`src/rtl/ipfx_pkg.sv`:
```
package ipfx_pkg;

    typedef enum logic [2:0] {
        SEG_NONE = 3'd0,
        SEG_ES   = 3'd1,
        SEG_CS   = 3'd2,
        SEG_SS   = 3'd3,
        SEG_DS   = 3'd4,
        SEG_FS   = 3'd5,
        SEG_GS   = 3'd6
    } seg_e;

    typedef enum logic [1:0] {
        REP_NONE  = 2'd0,
        REP_EQ    = 2'd1,
        REP_NE    = 2'd2
    } rep_e;

    typedef enum logic [1:0] {
        IMM_NONE = 2'd0,
        IMM_BYTE = 2'd1,
        IMM_FULL = 2'd2
    } immk_e;

    typedef enum logic [1:0] {
        PC_SEG = 2'd0,
        PC_ASZ = 2'd1,
        PC_OSZ = 2'd2,
        PC_REP = 2'd3
    } pcls_e;

    typedef enum logic [2:0] {
        ST_PFX   = 3'd0,
        ST_ESC   = 3'd1,
        ST_MODRM = 3'd2,
        ST_SIB   = 3'd3,
        ST_DISP  = 3'd4,
        ST_IMM   = 3'd5
    } st_e;

    localparam int BYTE_W   = 8;
    localparam int FIELD_BY = 4;
    localparam int FIELD_W  = BYTE_W * FIELD_BY;
    localparam int LEN_W    = $clog2(FIELD_BY + 1);

    localparam logic [BYTE_W-1:0] ESC_BYTE = 8'h0F;

    typedef struct packed {
        logic                err;
        seg_e                seg;
        logic                osz;
        logic                asz;
        rep_e                rep;
        logic                esc;
        logic                unk;
        logic [BYTE_W-1:0]   opc;
        logic                has_m;
        logic [BYTE_W-1:0]   modrm;
        logic                has_s;
        logic [BYTE_W-1:0]   sib;
        logic [LEN_W-1:0]    dlen;
        logic [FIELD_W-1:0]  disp;
        logic [LEN_W-1:0]    ilen;
        logic [FIELD_W-1:0]  imm;
    } rec_t;

endpackage

```
`src/rtl/ipfx_pfx_dec.sv`:
```
module ipfx_pfx_dec
    import ipfx_pkg::*;
(
    input  logic [BYTE_W-1:0] i_b,
    output logic              o_is,
    output pcls_e             o_cls,
    output seg_e              o_seg,
    output rep_e              o_rep
);
    always_comb begin
        o_is  = 1'b1;
        o_cls = PC_SEG;
        o_seg = SEG_NONE;
        o_rep = REP_NONE;
        unique case (i_b)
            8'h26:   o_seg = SEG_ES;
            8'h2E:   o_seg = SEG_CS;
            8'h36:   o_seg = SEG_SS;
            8'h3E:   o_seg = SEG_DS;
            8'h64:   o_seg = SEG_FS;
            8'h65:   o_seg = SEG_GS;
            8'h66:   o_cls = PC_OSZ;
            8'h67:   o_cls = PC_ASZ;
            8'hF2: begin
                o_cls = PC_REP;
                o_rep = REP_NE;
            end
            8'hF3: begin
                o_cls = PC_REP;
                o_rep = REP_EQ;
            end
            default: o_is = 1'b0;
        endcase
    end
endmodule

```
`src/rtl/ipfx_op_dec.sv`:
```
module ipfx_op_dec
    import ipfx_pkg::*;
(
    input  logic [BYTE_W-1:0] i_b,
    output logic              o_has_m,
    output immk_e             o_imm,
    output logic              o_unk
);
    always_comb begin
        o_has_m = 1'b0;
        o_imm   = IMM_NONE;
        o_unk   = 1'b0;
        if (i_b[7:6] == 2'b00) begin
            if (i_b[2:0] <= 3'd3) begin
                o_has_m = 1'b1;
            end else if (i_b[2:0] == 3'd4) begin
                o_imm = IMM_BYTE;
            end else if (i_b[2:0] == 3'd5) begin
                o_imm = IMM_FULL;
            end else begin
                o_unk = 1'b1;
            end
        end else begin
            casez (i_b)
                8'b1000_10??: o_has_m = 1'b1;
                8'h80, 8'h83: begin
                    o_has_m = 1'b1;
                    o_imm   = IMM_BYTE;
                end
                8'h81: begin
                    o_has_m = 1'b1;
                    o_imm   = IMM_FULL;
                end
                8'b1001_0???: o_imm = IMM_NONE;
                8'b1011_0???: o_imm = IMM_BYTE;
                8'b1011_1???: o_imm = IMM_FULL;
                8'hC3:        o_imm = IMM_NONE;
                8'hC6: begin
                    o_has_m = 1'b1;
                    o_imm   = IMM_BYTE;
                end
                8'hC7: begin
                    o_has_m = 1'b1;
                    o_imm   = IMM_FULL;
                end
                8'hE8, 8'hE9: o_imm = IMM_FULL;
                8'hEB:        o_imm = IMM_BYTE;
                default:      o_unk = 1'b1;
            endcase
        end
    end
endmodule

```
`src/rtl/ipfx_ea_len.sv`:
```
module ipfx_ea_len
    import ipfx_pkg::*;
(
    input  logic [1:0]       i_mod,
    input  logic [2:0]       i_rm,
    input  logic             i_asz32,
    output logic             o_sib,
    output logic [LEN_W-1:0] o_dlen
);
    always_comb begin
        o_sib  = 1'b0;
        o_dlen = '0;
        if (i_mod != 2'd3) begin
            if (i_asz32) begin
                o_sib = (i_rm == 3'd4);
                unique case (i_mod)
                    2'd1:    o_dlen = LEN_W'(1);
                    2'd2:    o_dlen = LEN_W'(4);
                    default: o_dlen = (i_rm == 3'd5) ? LEN_W'(4) : '0;
                endcase
            end else begin
                unique case (i_mod)
                    2'd1:    o_dlen = LEN_W'(1);
                    2'd2:    o_dlen = LEN_W'(2);
                    default: o_dlen = (i_rm == 3'd6) ? LEN_W'(2) : '0;
                endcase
            end
        end
    end
endmodule

```
`src/rtl/ipfx_parser.sv`:
```
module ipfx_parser
    import ipfx_pkg::*;
#(
    parameter bit CODE32  = 1'b0,
    parameter int MAX_PFX = 14
) (
    input  logic         clk,
    input  logic         rst_n,
    input  logic         i_valid,
    input  logic [7:0]   i_byte,
    output logic         o_ready,
    output logic         o_done,
    output logic         o_err,
    output logic [2:0]   o_seg,
    output logic         o_osz32,
    output logic         o_asz32,
    output logic [1:0]   o_rep,
    output logic         o_esc,
    output logic         o_unk,
    output logic [7:0]   o_opc,
    output logic         o_has_modrm,
    output logic [7:0]   o_modrm,
    output logic         o_has_sib,
    output logic [7:0]   o_sib,
    output logic [2:0]   o_disp_len,
    output logic [31:0]  o_disp,
    output logic [2:0]   o_imm_len,
    output logic [31:0]  o_imm
);
    localparam int CW = $clog2(MAX_PFX + 1);
    localparam int BW = $clog2(FIELD_BY);

    function automatic rec_t rec_blank();
        rec_t r;
        r     = '0;
        r.osz = CODE32;
        r.asz = CODE32;
        return r;
    endfunction

    st_e            st, st_n;
    rec_t           w, nw, q;
    logic [CW-1:0]  npfx, np_n;
    logic [BW-1:0]  bcnt, bc_n;
    logic           rdy, done_q, fin, acc;

    logic           pd_is;
    pcls_e          pd_cls;
    seg_e           pd_seg;
    rep_e           pd_rep;
    logic           od_m, od_unk;
    immk_e          od_imm;
    logic           ea_sib;
    logic [LEN_W-1:0] ea_dlen, ilen_of;

    ipfx_pfx_dec u_pfx (
        .i_b   (i_byte),
        .o_is  (pd_is),
        .o_cls (pd_cls),
        .o_seg (pd_seg),
        .o_rep (pd_rep)
    );

    ipfx_op_dec u_op (
        .i_b     (i_byte),
        .o_has_m (od_m),
        .o_imm   (od_imm),
        .o_unk   (od_unk)
    );

    ipfx_ea_len u_ea (
        .i_mod   (i_byte[7:6]),
        .i_rm    (i_byte[2:0]),
        .i_asz32 (w.asz),
        .o_sib   (ea_sib),
        .o_dlen  (ea_dlen)
    );

    assign acc = i_valid & rdy;

    always_comb begin
        unique case (od_imm)
            IMM_BYTE: ilen_of = LEN_W'(1);
            IMM_FULL: ilen_of = w.osz ? LEN_W'(4) : LEN_W'(2);
            default:  ilen_of = '0;
        endcase
    end

    // next-state and working-record logic
    always_comb begin
        st_n = st;
        nw   = w;
        np_n = npfx;
        bc_n = bcnt;
        fin  = 1'b0;
        if (acc) begin
            unique case (st)
                ST_PFX: begin
                    if (pd_is) begin
                        if (npfx == CW'(MAX_PFX)) begin
                            nw.err = 1'b1;
                            fin    = 1'b1;
                        end else begin
                            np_n = npfx + 1'b1;
                            unique case (pd_cls)
                                PC_SEG: nw.seg = pd_seg;
                                PC_ASZ: nw.asz = ~CODE32;
                                PC_OSZ: nw.osz = ~CODE32;
                                PC_REP: nw.rep = pd_rep;
                            endcase
                        end
                    end else if (i_byte == ESC_BYTE) begin
                        nw.esc = 1'b1;
                        st_n   = ST_ESC;
                    end else begin
                        nw.opc  = i_byte;
                        nw.unk  = od_unk;
                        nw.ilen = ilen_of;
                        bc_n    = '0;
                        if (od_m) begin
                            st_n = ST_MODRM;
                        end else if (ilen_of != '0) begin
                            st_n = ST_IMM;
                        end else begin
                            fin = 1'b1;
                        end
                    end
                end
                ST_ESC: begin
                    nw.opc = i_byte;
                    fin    = 1'b1;
                end
                ST_MODRM: begin
                    nw.has_m = 1'b1;
                    nw.modrm = i_byte;
                    nw.dlen  = ea_dlen;
                    bc_n     = '0;
                    if (ea_sib) begin
                        st_n = ST_SIB;
                    end else if (ea_dlen != '0) begin
                        st_n = ST_DISP;
                    end else if (w.ilen != '0) begin
                        st_n = ST_IMM;
                    end else begin
                        fin = 1'b1;
                    end
                end
                ST_SIB: begin
                    nw.has_s = 1'b1;
                    nw.sib   = i_byte;
                    if (w.modrm[7:6] == 2'd0 && i_byte[2:0] == 3'd5) begin
                        nw.dlen = LEN_W'(4);
                    end
                    if (nw.dlen != '0) begin
                        st_n = ST_DISP;
                    end else if (w.ilen != '0) begin
                        st_n = ST_IMM;
                    end else begin
                        fin = 1'b1;
                    end
                end
                ST_DISP: begin
                    nw.disp[{bcnt, 3'b000} +: BYTE_W] = i_byte;
                    bc_n = bcnt + 1'b1;
                    if ((LEN_W'(bcnt) + LEN_W'(1)) == w.dlen) begin
                        bc_n = '0;
                        if (w.ilen != '0) begin
                            st_n = ST_IMM;
                        end else begin
                            fin = 1'b1;
                        end
                    end
                end
                ST_IMM: begin
                    nw.imm[{bcnt, 3'b000} +: BYTE_W] = i_byte;
                    bc_n = bcnt + 1'b1;
                    if ((LEN_W'(bcnt) + LEN_W'(1)) == w.ilen) begin
                        bc_n = '0;
                        fin  = 1'b1;
                    end
                end
                default: st_n = ST_PFX;
            endcase
        end
        if (fin) begin
            st_n = ST_PFX;
        end
    end

    // state register
    always_ff @(posedge clk) begin
        if (!rst_n) begin
            st   <= ST_PFX;
            bcnt <= '0;
            npfx <= '0;
            w    <= rec_blank();
        end else begin
            st   <= st_n;
            bcnt <= bc_n;
            if (fin) begin
                npfx <= '0;
                w    <= rec_blank();
            end else begin
                npfx <= np_n;
                w    <= nw;
            end
        end
    end

    // published record and handshake outputs
    always_ff @(posedge clk) begin
        if (!rst_n) begin
            rdy    <= 1'b0;
            done_q <= 1'b0;
            q      <= '0;
        end else begin
            rdy    <= 1'b1;
            done_q <= fin;
            if (fin) begin
                q <= nw;
            end
        end
    end

    assign o_ready     = rdy;
    assign o_done      = done_q;
    assign o_err       = q.err;
    assign o_seg       = q.seg;
    assign o_osz32     = q.osz;
    assign o_asz32     = q.asz;
    assign o_rep       = q.rep;
    assign o_esc       = q.esc;
    assign o_unk       = q.unk;
    assign o_opc       = q.opc;
    assign o_has_modrm = q.has_m;
    assign o_modrm     = q.modrm;
    assign o_has_sib   = q.has_s;
    assign o_sib       = q.sib;
    assign o_disp_len  = q.dlen;
    assign o_disp      = q.disp;
    assign o_imm_len   = q.ilen;
    assign o_imm       = q.imm;

    p_ready_hold_r1: assert property (@(posedge clk) disable iff (!rst_n)
        rdy |=> rdy);

    p_pfx_bound_r5: assert property (@(posedge clk) disable iff (!rst_n)
        npfx <= CW'(MAX_PFX));

    p_err_clean_r5: assert property (@(posedge clk) disable iff (!rst_n)
        (o_done && o_err) |-> (!o_has_modrm && o_disp_len == 3'd0 && o_imm_len == 3'd0 && o_opc == 8'h00));

    p_disp16_r7: assert property (@(posedge clk) disable iff (!rst_n)
        (o_done && !o_asz32) |-> (o_disp_len <= 3'd2 && !o_has_sib));

    p_sib_form_r8: assert property (@(posedge clk) disable iff (!rst_n)
        (o_done && o_has_sib) |-> (o_asz32 && o_modrm[2:0] == 3'd4 && o_modrm[7:6] != 2'd3));

    p_imm_size_r9: assert property (@(posedge clk) disable iff (!rst_n)
        (o_done && o_imm_len == 3'd4) |-> o_osz32);

    p_done_after_acc_r12: assert property (@(posedge clk) disable iff (!rst_n)
        o_done |-> $past(acc));

    p_record_hold_r12: assert property (@(posedge clk) disable iff (!rst_n)
        !fin |=> $stable(q));

endmodule

```
`config.mk`:
```
export PLATFORM = sky130hd
export DESIGN_NAME = ipfx_parser
export DESIGN_NICKNAME = d
export VERILOG_FILES = /design/src/rtl/ipfx_pkg.sv /design/src/rtl/ipfx_pfx_dec.sv /design/src/rtl/ipfx_op_dec.sv /design/src/rtl/ipfx_ea_len.sv /design/src/rtl/ipfx_parser.sv
export SDC_FILE = /design/constraint.sdc
export NUM_CORES = 1
export LEC_CHECK = 0
export BUFFER_PORTS_ARGS = -buffer_cell sky130_fd_sc_hd__buf_2
export CORE_ASPECT_RATIO = 1.25
export CORE_UTILIZATION = 25
export CTS_CLUSTER_DIAMETER = 50
export DETAILED_ROUTE_END_ITERATION = 12
export PLACE_DENSITY = 0.47
export SETUP_SLACK_MARGIN = 0.05
export SLEW_MARGIN = 5
export SYNTH_ARGS = -nofsm -noshare
export SYNTH_HDL_FRONTEND = slang
export SYNTH_SLANG_ARGS = --single-unit
```
`constraint.sdc`:
```
create_clock -name clk -period 3.7 [get_ports clk]
set_clock_uncertainty 0.2 [all_clocks]
set_input_delay 0 -clock clk [delete_from_list [all_inputs] [get_ports clk]]
set_output_delay 0 -clock clk [all_outputs]
set_load 0.05 [all_outputs]
```
==> flow_summary.json, run 1 <==
{
  "status": "complete, no violations",
  "synth-simple-area-share_pct": 21.01,
  "wire_per_inst_um": 17.79,
  "avgSynthCellArea_um2": 9.468,
  "setup_tns_ps": 0,
  "fmax_mhz": 297.2,
  "post-route-min-period_ps": 3365,
  "routedLengthMet1_um": 14090,
  "drt_first_pass_iters": 5,
  "final.fill_count": 4335,
  "synth-xor-area-share_pct": 0.9310,
  "synth_enable_flop_cells": 0,
  "die_x_um": 184.0,
  "antenna_found_initial": 0,
  "p_seq_share_pct": 43.4,
  "port_buffers": 118,
  "multi_input_area_mm2": 0.005431,
  "clk-insertion-delay-late_ps": 560,
  "yosys.area.top_type_share_pct": 43.14,
  "globalplace.congestion": 0.8611,
  "synth.area.mux_share_pct": 14.83,
  "syn2layout_area_growth_pct": 21.32,
  "wl_met3_um": 1322,
  "min_path_type": "register to register",
  "pwr-share-comb_pct": 9.2,
  "final_cell_mix": "dfxtp_1, nor2_1, and2_1",
  "fp.dieH_um": 229.5,
  "drt_iter0_markers": 414,
  "synthFlopType": "dfxtp_1",
  "grt_max_degree": 72,
  "grt_pass1_vias": 8341,
  "slew_viol_final": 0,
  "maxCapViolCount": 0,
  "synth_top_family_by_area": "simple AND/OR/NAND/NOR gates",
  "ios": 119,
  "slew_headroom_pct": 51.35,
  "vias": 8234,
  "cts_sinks": 223,
  "powerDensity_mw_per_mm2": 448.7,
  "synthArstFlopShare_pct": 0,
  "regArea_mm2": 0.004464,
  "synth_compound_area_share_pct": 13.81,
  "die-area_mm2": 0.04222,
  "via_per_inst": 4.681,
  "tritoncts": "done",
  "cts_buffers": 27,
  "stdcell_count": 1759,
  "period_share_pct": 90.94,
  "ys_seq_area_share_pct": 43.14,
  "layout-drive-gt1-share_pct": 24.32,
  "grt_pass1_wl_um": 48540,
  "cts.path.max_buffers": 3,
  "synthTopCellsByArea": "dfxtp_1, mux2i_1, and2_1, mux2_2, nor2_1",
  "grt-ovfl-total": 0,
  "yosys.area.top_type": "dfxtp_1",
  "setup_viol": 0,
  "cellInternalPower_w": 0.004145,
  "total_power_w": 0.005633,
  "yosys_warnings": 0,
  "start_util_pct": 25.60,
  "start_kind": "input pin",
  "top_layer_used": "met4",
  "cts_max_level": 1,
  "p_sw_share_pct": 26.42,
  "p_clk_share_pct": 47.4,
  "worst-setup-path-type": "input pin to register",
  "diodes": 0,
  "wirelength_um": 31300,
  "leakagePower_nw": 5.096,
  "endpoint_kind": "register",
  "dp_hpwl_um": 21060,
  "final_common_cell": "dfxtp_1",
  "drtAntennaViolNets": 0,
  "core-area_mm2": 0.04042,
  "clk_pin_slew_ps": 60,
  "dr_wl_met2_um": 15010,
  "synthesis.nets": 1117,
  "synthCells": 1093,
  "grt_usage_pct": 14.72,
  "synth_area_mm2": 0.01035,
  "cp_max_fo": 41,
  "root_buffer": "clkbuf_16",
  "ir_worst_vdd_mv": 0.2821,
  "hold_viol": 0,
  "hold-worst-slack_ps": 255.9,
  "fin_nets": 1216,
  "ys_ff_latch": 223,
  "synth_cell_types": 73,
  "synth_fa_ha_area_share_pct": 1.572,
  "cts_setup_buffers": 0,
  "cp_data_arrival_time_ps": 3600,
  "placed_cells": 1699,
  "drc": 0,
  "num_rows": 82,
  "cp.required_ps": 3940,
  "p_switching_w": 0.001488,
  "rsz0062_at_grt": "no",
  "worst_slew_pin_slew_ps": 727.8
}
[kinds of logic (layout without fill, tap and decap cells)]
| kind of cell | count (synthesis) | in the layout |
|---|---|---|
| AND/OR/NAND/NOR | 424 | 424 |
| flip-flops | 223 | 223 |
| AO/OA/AOI/OAI | 169 | 169 |
| multiplexers | 146 | 146 |
| buffers and inverters | 107 | 227 |
| adder cells (fa/ha/maj) | 13 | 13 |
| XOR/XNOR | 11 | 11 |
[through the flow]
| stage | setup slack, ps | util, % | instance area [um^2] |
|---|---|---|---|
| detailed placement | 348.7 | 28.56 | 11540 |
| global placement | 375.7 | 28.56 | 11540 |
| CTS | 393.4 | 31.06 | 12550 |
| floorplan | 520.6 | - | 10350 |
| global route | 214.2 | 31.06 | 12550 |
| finish | 335.2 | 31.06 | 12550 |
[power by group through the flow]
stage | Clock, W | Sequential [W] | Combinational [W]
CTS | 0.00275 | 0.00245 | 0.000523
detailed placement | 0 | 0.00250 | 0.000514
global route | 0.00284 | 0.00245 | 0.000559
global placement | 0 | 0.00250 | 0.000512
finish | 0.00267 | 0.00245 | 0.000517
floorplan | 0 | 0.00251 | 0.000342
[worst paths after layout]
kind                                start            end  slack, ps  depth (start not counted)
worst max-delay path            i_byte[6]  o_disp_len[1]        340                         11
worst min-delay path             o_imm[0]       o_imm[0]        260                          2
worst max register to register    bcnt[1]     o_disp[30]        400                         10
worst min register to register   o_imm[0]       o_imm[0]        260                          2
[synthesized netlist by cell type, types with 3 or more instances]
cell type	number
a211oi_1	4
a21oi_1	22
a221oi_1	3
a31oi_1	3
and2_1	124
and3_1	8
buf_2	20
buf_4	6
buf_6	5
clkbuf_1	59
dfxtp_1	223
ha_1	13
inv_1	14
mux2_2	59
mux2i_1	87
nand2_1	40
nand2b_1	5
nand3_1	9
nand3b_1	3
nor2_1	177
nor2_2	3
nor2b_1	12
nor3_1	11
nor3b_1	6
nor4_1	8
o2111ai_1	43
o211ai_1	5
o21ai_0	10
o31ai_1	26
o31ai_2	20
or3_1	3
xnor2_1	5
xor2_1	6
[worst max-delay path: stages]
cell	delay [ps]
dlygate4sd3_1	520
buf_2	320
inv_1	220
ha_1	370
nand2b_1	110
o211ai_1	170
nand4b_1	250
o32a_2	560
o211a_4	390
buf_12	280
mux2_2	370
[what timing repair did]
item / CTS / global route
hold buffers: 10 / 0
endpoints found under the hold margin: 61 / 0
resized for setup: 0 / 0
[sequential cells by signal, indices dropped and copies added, names as in the netlist, 2 cells and up]
register / cells
o_seg: 3
st: 3
o_disp_len: 3
w: 106
o_imm: 32
o_rep: 2
o_disp: 32
o_opc: 8
bcnt: 2
o_imm_len: 3
o_sib: 8
npfx: 4
o_modrm: 8
[per-layer routing]
layer / track usage, % / up-vias
li1: - / 4023
met1: 18.92 / 3981
met2: 24.50 / 177
met3: 2.449 / 53
met4: 5.443 / 0
met5: 0 / -
[area by class of cell]
type | instances | share of cell area [%]
inverter | 16 | 0.4883
clock buffer | 37 | 6.239
timing repair buffer | 161 | 7.993
sequential | 223 | 35.56
clock inverter | 13 | 1.017
tap | 546 | 5.442
multi-input combinational | 763 | 43.26
(Power assumes the default switching activity.)
==> run 2: changes to the inputs <==
--- a/config.mk
+++ b/config.mk
@@ -6,11 +6,14 @@
 export NUM_CORES = 1
 export LEC_CHECK = 0
 export BUFFER_PORTS_ARGS = -buffer_cell sky130_fd_sc_hd__buf_2
+export CELL_PAD_IN_SITES_DETAIL_PLACEMENT = 1
+export CELL_PAD_IN_SITES_GLOBAL_PLACEMENT = 2
 export CORE_ASPECT_RATIO = 1.25
 export CORE_UTILIZATION = 25
+export CTS_BUF_LIST = sky130_fd_sc_hd__clkbuf_8
 export CTS_CLUSTER_DIAMETER = 50
 export DETAILED_ROUTE_END_ITERATION = 12
-export PLACE_DENSITY = 0.47
+export PLACE_DENSITY = 0.64
 export SETUP_SLACK_MARGIN = 0.05
 export SLEW_MARGIN = 5
 export SYNTH_ARGS = -nofsm -noshare
==> run 2 against run 1 <==
Against the previous run:
- via count up 2.5%
- global-route usage grew 1.2 points
- utilization is 0.11 points lower
- critical path depth is the same
- non-clock buffer count rose by 8
- fmax is 4.7% higher
- critical path type unchanged
- critical endpoint is now w[69]
- largest cell class unchanged
- largest power group is now registers
==> flow_summary.json, run 2 (same netlist as run 1, synthesis figures left out) <==
{
  "status": "complete, no violations",
  "num_rows": 82,
  "regArea_mm2": 0.004464,
  "hold_buffers": 9,
  "final_common_cell": "dfxtp_1",
  "port_buffers": 118,
  "powerDensity_mw_per_mm2": 432.8,
  "path_cells": "dlygate4sd3_1 -> buf_2 -> ha_1 -> nand2b_1 -> or4_1 -> o211ai_1 -> o31a_2 -> buf_4 -> o2111ai_4 -> buf_12 -> a221oi_1",
  "multi_input_area_mm2": 0.005438,
  "slew_headroom_pct": 42.64,
  "drt_first_pass_iters": 4,
  "cts_setup_buffers": 0,
  "place_ws_ps": 445.2,
  "fp.dieH_um": 229.5,
  "drt_iter0_markers": 399,
  "wire_per_inst_um": 18.75,
  "maxCapViolCount": 0,
  "grt_max_degree": 65,
  "die-area_mm2": 0.04222,
  "final_cell_mix": "dfxtp_1, nor2_1, and2_1",
  "layout-drive-gt1-share_pct": 24.96,
  "cts_max_level": 2,
  "regMostFlops": "w",
  "antenna_found_initial": 1,
  "total_power_w": 0.005414,
  "start_kind": "input pin",
  "globalplace.congestion": 0.8277,
  "rsz0062_at_grt": "no",
  "cp.required_ps": 3950,
  "cts_sinks": 223,
  "rrSetupSlack_ps": 500,
  "grt_pass1_vias": 8842,
  "fin_nets": 1238,
  "worst-setup-path-type": "input pin to register",
  "cts.path.max_buffers": 3,
  "leakagePower_nw": 5.164,
  "hold-worst-slack_ps": 133.2,
  "wirelength_um": 33550,
  "ctsResizeCount": 0,
  "slowest_delay_ps": 570,
  "root_buffer": "clkbuf_8",
  "drc": 0,
  "grt_usage_pct": 15.92,
  "worst_slew_pin_slew_ps": 848.8,
  "dp_hpwl_um": 22540,
  "setup_slack_ps": 486.8,
  "tritoncts": "done",
  "slew_viol_final": 0,
  "ir_worst_vdd_mv": 0.1838,
  "via_per_inst": 4.718,
  "core-area_mm2": 0.04042,
  "start_util_pct": 25.60,
  "setup_viol": 0,
  "vias": 8441,
  "finalInstanceArea_mm2": 0.01251,
  "clk_pin_slew_ps": 50,
  "die_x_um": 184.0,
  "setup_tns_ps": 0,
  "endpoint_kind": "register",
  "dpl_cell_area_mm2": 0.01159,
  "post-route-min-period_ps": 3213,
  "drtAntennaViolNets": 0,
  "cp_data_arrival_time_ps": 3470,
  "cp_max_fo": 61,
  "fmax_mhz": 311.2,
  "min_path_type": "input pin to register",
  "grt-ovfl-total": 0,
  "hold_viol": 0,
  "cts_buffers": 41,
  "clk-insertion-delay-late_ps": 570,
  "slowest_stage": "or4_1",
  "ios": 119,
  "period_share_pct": 86.84,
  "final.fill_count": 4757,
  "syn2layout_area_growth_pct": 20.89,
  "largest_register_ffs": 106,
  "grt_pass1_wl_um": 51940
}
## run 2: changes by cell type in the layout (fill, tap and decap cells not counted), sizes merged, moves of 2 or more
cell	previous run	this run
inv	17	33
buf	151	160
clkinv	8	3
bufinv	1	3
clkbuf	37	47
clkinvlp	3	1
## run 2: metal layers
layer | vias up | part of all wire [%] | global-route usage (%)
li1 | 4071 | - | -
met1 | 4154 | 46 | 20.41
met3 | 62 | 3.3 | 2.512
met2 | 154 | 49 | 27.11
met4 | 0 | 2.2 | 4.870
met5 | - | 0 | 0
## run 2: layout make-up
class | instances | area share (%)
timing repair buffer | 169 | 8.281
clock buffer | 47 | 5.171
antenna | 1 | 0.02000
clock inverter | 24 | 1.430
sequential | 223 | 35.68
multi-input combinational | 763 | 43.46
inverter | 16 | 0.4901
tap | 546 | 5.461
## run 2: power breakdown
part	switching (W)	internal [W]	leakage (nW)
logic	0.000378	0.000155	2.88
registers	0.0000196	0.00242	1.80
clock network	0.00107	0.00136	0.485
total	0.00147	0.00394	5.16
## run 2: path summary, 6_finish.rpt
| kind | endpoint | from | depth (start not counted) |
|---|---|---|---|
| hold reg to reg | o_imm[4] | o_imm[4] | 2 |
| setup / recovery | w[69] | i_byte[6] | 11 |
| setup reg to reg | w[69] | bcnt[1] | 10 |
| hold / removal | w[69] | i_valid | 4 |
## run 2: per-stage QoR
| step | std cells | util (%) |
|---|---|---|
| 2_1_floorplan | 1093 | - |
| 3_3_place_gp | 1708 | 28.68 |
| 3_5_place_dp | 1708 | 28.68 |
| 4_1_cts | 1788 | 30.94 |
| 5_1_grt | 1789 | 30.95 |
| 6_report | 1789 | 30.95 |
## run 2: worst max-delay path, delay by kind of cell
kind	cells	cell delay (ps)
fa+ha+maj	1	350
buf+inv	4	1380
simple gates	2	740
compound gates	4	900
==> run 3: changes to the inputs <==
--- a/config.mk
+++ b/config.mk
@@ -9,11 +9,12 @@
 export CELL_PAD_IN_SITES_DETAIL_PLACEMENT = 1
 export CELL_PAD_IN_SITES_GLOBAL_PLACEMENT = 2
 export CORE_ASPECT_RATIO = 1.25
-export CORE_UTILIZATION = 25
+export CORE_UTILIZATION = 38
 export CTS_BUF_LIST = sky130_fd_sc_hd__clkbuf_8
 export CTS_CLUSTER_DIAMETER = 50
 export DETAILED_ROUTE_END_ITERATION = 12
-export PLACE_DENSITY = 0.64
+export PLACE_DENSITY = 0.88
+export REMOVE_ABC_BUFFERS = 1
 export SETUP_SLACK_MARGIN = 0.05
 export SLEW_MARGIN = 5
 export SYNTH_ARGS = -nofsm -noshare
==> run 3 against run 2 <==
Against the previous run:
- largest power group unchanged
- design area down 2.9%
- critical path depth did not move
- sequential cell count unchanged
- utilization is 14 points higher
- power shrank 5.7%
- hold slack got worse by 87 ps
- largest cell class unchanged
- combinational power down 2%
==> flow_summary.json, run 3 (same netlist as run 1, synthesis figures left out) <==
{
  "cts_max_level": 2,
  "slew_headroom_pct": 46.47,
  "drt_first_pass_iters": 4,
  "cts_setup_buffers": 0,
  "port_buffers": 118,
  "slowest_stage": "dlygate4sd3_1",
  "diodes": 0,
  "antenna_found_initial": 0,
  "syn2layout_area_growth_pct": 17.42,
  "globalplace.congestion": 0.8887,
  "dpl_cell_area_mm2": 0.01133,
  "status": "complete, no violations",
  "rsz0062_at_grt": "no",
  "grt_usage_pct": 22.23,
  "num_rows": 67,
  "start_util_pct": 38.58,
  "finalInstanceArea_mm2": 0.01215,
  "clk_pin_slew_ps": 60,
  "post-route-min-period_ps": 3253,
  "wirelength_um": 30520,
  "vias": 8421,
  "grt_pass1_vias": 8841,
  "worst_slew_pin_slew_ps": 803.0,
  "drtAntennaViolNets": 0,
  "worst-setup-path-type": "input pin to register",
  "via_per_inst": 5.343,
  "fp.dieH_um": 186.5,
  "largest_register_ffs": 106,
  "slowest_delay_ps": 520,
  "slew_viol_final": 0,
  "cts.path.max_buffers": 3,
  "endpoint_kind": "register",
  "min_path_type": "input pin to register",
  "die_x_um": 149.6,
  "cp.required_ps": 3920,
  "grt-ovfl-total": 0,
  "ir_worst_vdd_mv": 0.2145,
  "path_cells": "dlygate4sd3_1 -> buf_2 -> inv_1 -> ha_1 -> nor4bb_4 -> o2bb2a_1 -> nand3_4 -> nand2b_4 -> o211a_4 -> buf_12 -> mux2_2",
  "grt_max_degree": 88,
  "final_cell_mix": "dfxtp_1, nor2_1, and2_1",
  "clk-insertion-delay-late_ps": 540,
  "cp_max_fo": 51,
  "core-area_mm2": 0.02683,
  "wire_per_inst_um": 19.37,
  "setup_tns_ps": 0,
  "fmax_mhz": 307.4,
  "utilization_pct": 45.30,
  "crit_family": "buffers and inverters",
  "leakagePower_nw": 5.091,
  "grt_pass1_wl_um": 48620,
  "cts_buffers": 38,
  "powerDensity_mw_per_mm2": 420.0,
  "dp_hpwl_um": 20070,
  "fin_nets": 1229,
  "hold_viol": 0,
  "final_common_cell": "dfxtp_1",
  "root_buffer": "clkbuf_8",
  "maxCapViolCount": 0,
  "drc": 0,
  "tritoncts": "done",
  "setup_viol": 0,
  "drt_iter0_markers": 433,
  "start_kind": "input pin",
  "crit_buf_inv": 4,
  "die-area_mm2": 0.02790,
  "ios": 119,
  "cts_sinks": 223,
  "layout-drive-gt1-share_pct": 24.70,
  "period_share_pct": 87.91,
  "cp_data_arrival_time_ps": 3480,
  "regMostFlops": "w"
}
## run 3: layer usage
layer	GRT usage (%)	share of wire [%]	up-vias
met5	0	0	-
met4	10.52	3.8	0
met3	3.154	3.9	69
met2	38.23	50	179
met1	26.91	42	4130
li1	-	-	4043
## run 3: tightest hold or removal path, cell delays in order
cell and delay, ps:
buf_2 120, nand2_1 150, nor4_4 50, buf_4 170
a31oi_1 180, nor2_1 60
## run 3: layout make-up
class | instances | area, um^2
clock buffers | 47 | 646.9
clock inverters | 19 | 87.58
fillers | 3111 | 14670
inverters | 16 | 61.31
multi-input cells | 763 | 5431
flip-flops and latches | 223 | 4464
well taps | 345 | 431.7
repair buffers | 163 | 1028
## run 3: timing repair
item	in CTS	in global routing
hold buffers	9	0
resized for setup	0	0
hold endpoints to repair	71	0
## run 3: path summary, 6_finish.rpt
path / startpoint / to / slack [ps] / cells after the start
worst max-delay path: i_byte[7] / o_osz32 / 450 / 11
worst min-delay path: i_valid / w[97] / 50 / 6
worst min register to register: o_has_modrm / o_has_modrm / 260 / 2
worst max register to register: bcnt[1] / o_osz32 / 490 / 9
## run 3: where the power goes
group          switching (W)  internal [W]  total, W
Clock               0.000993       0.00115   0.00214
Combinational       0.000367      0.000157  0.000524
Sequential         0.0000168       0.00242   0.00244
Total                0.00138       0.00373   0.00510
## run 3: stage by stage
stage	std cells	hold slack, ps	power (W)	setup slack, ps
after global placement	1501	187.9	0.003004	463.5
after floorplan	1002	-172.3	0.002788	-2190
after detailed placement	1501	196.3	0.003010	455.7
after CTS	1576	17.53	0.005172	472.9
after global routing	1576	51.03	0.005307	305.2
final	1576	45.86	0.005103	447.3
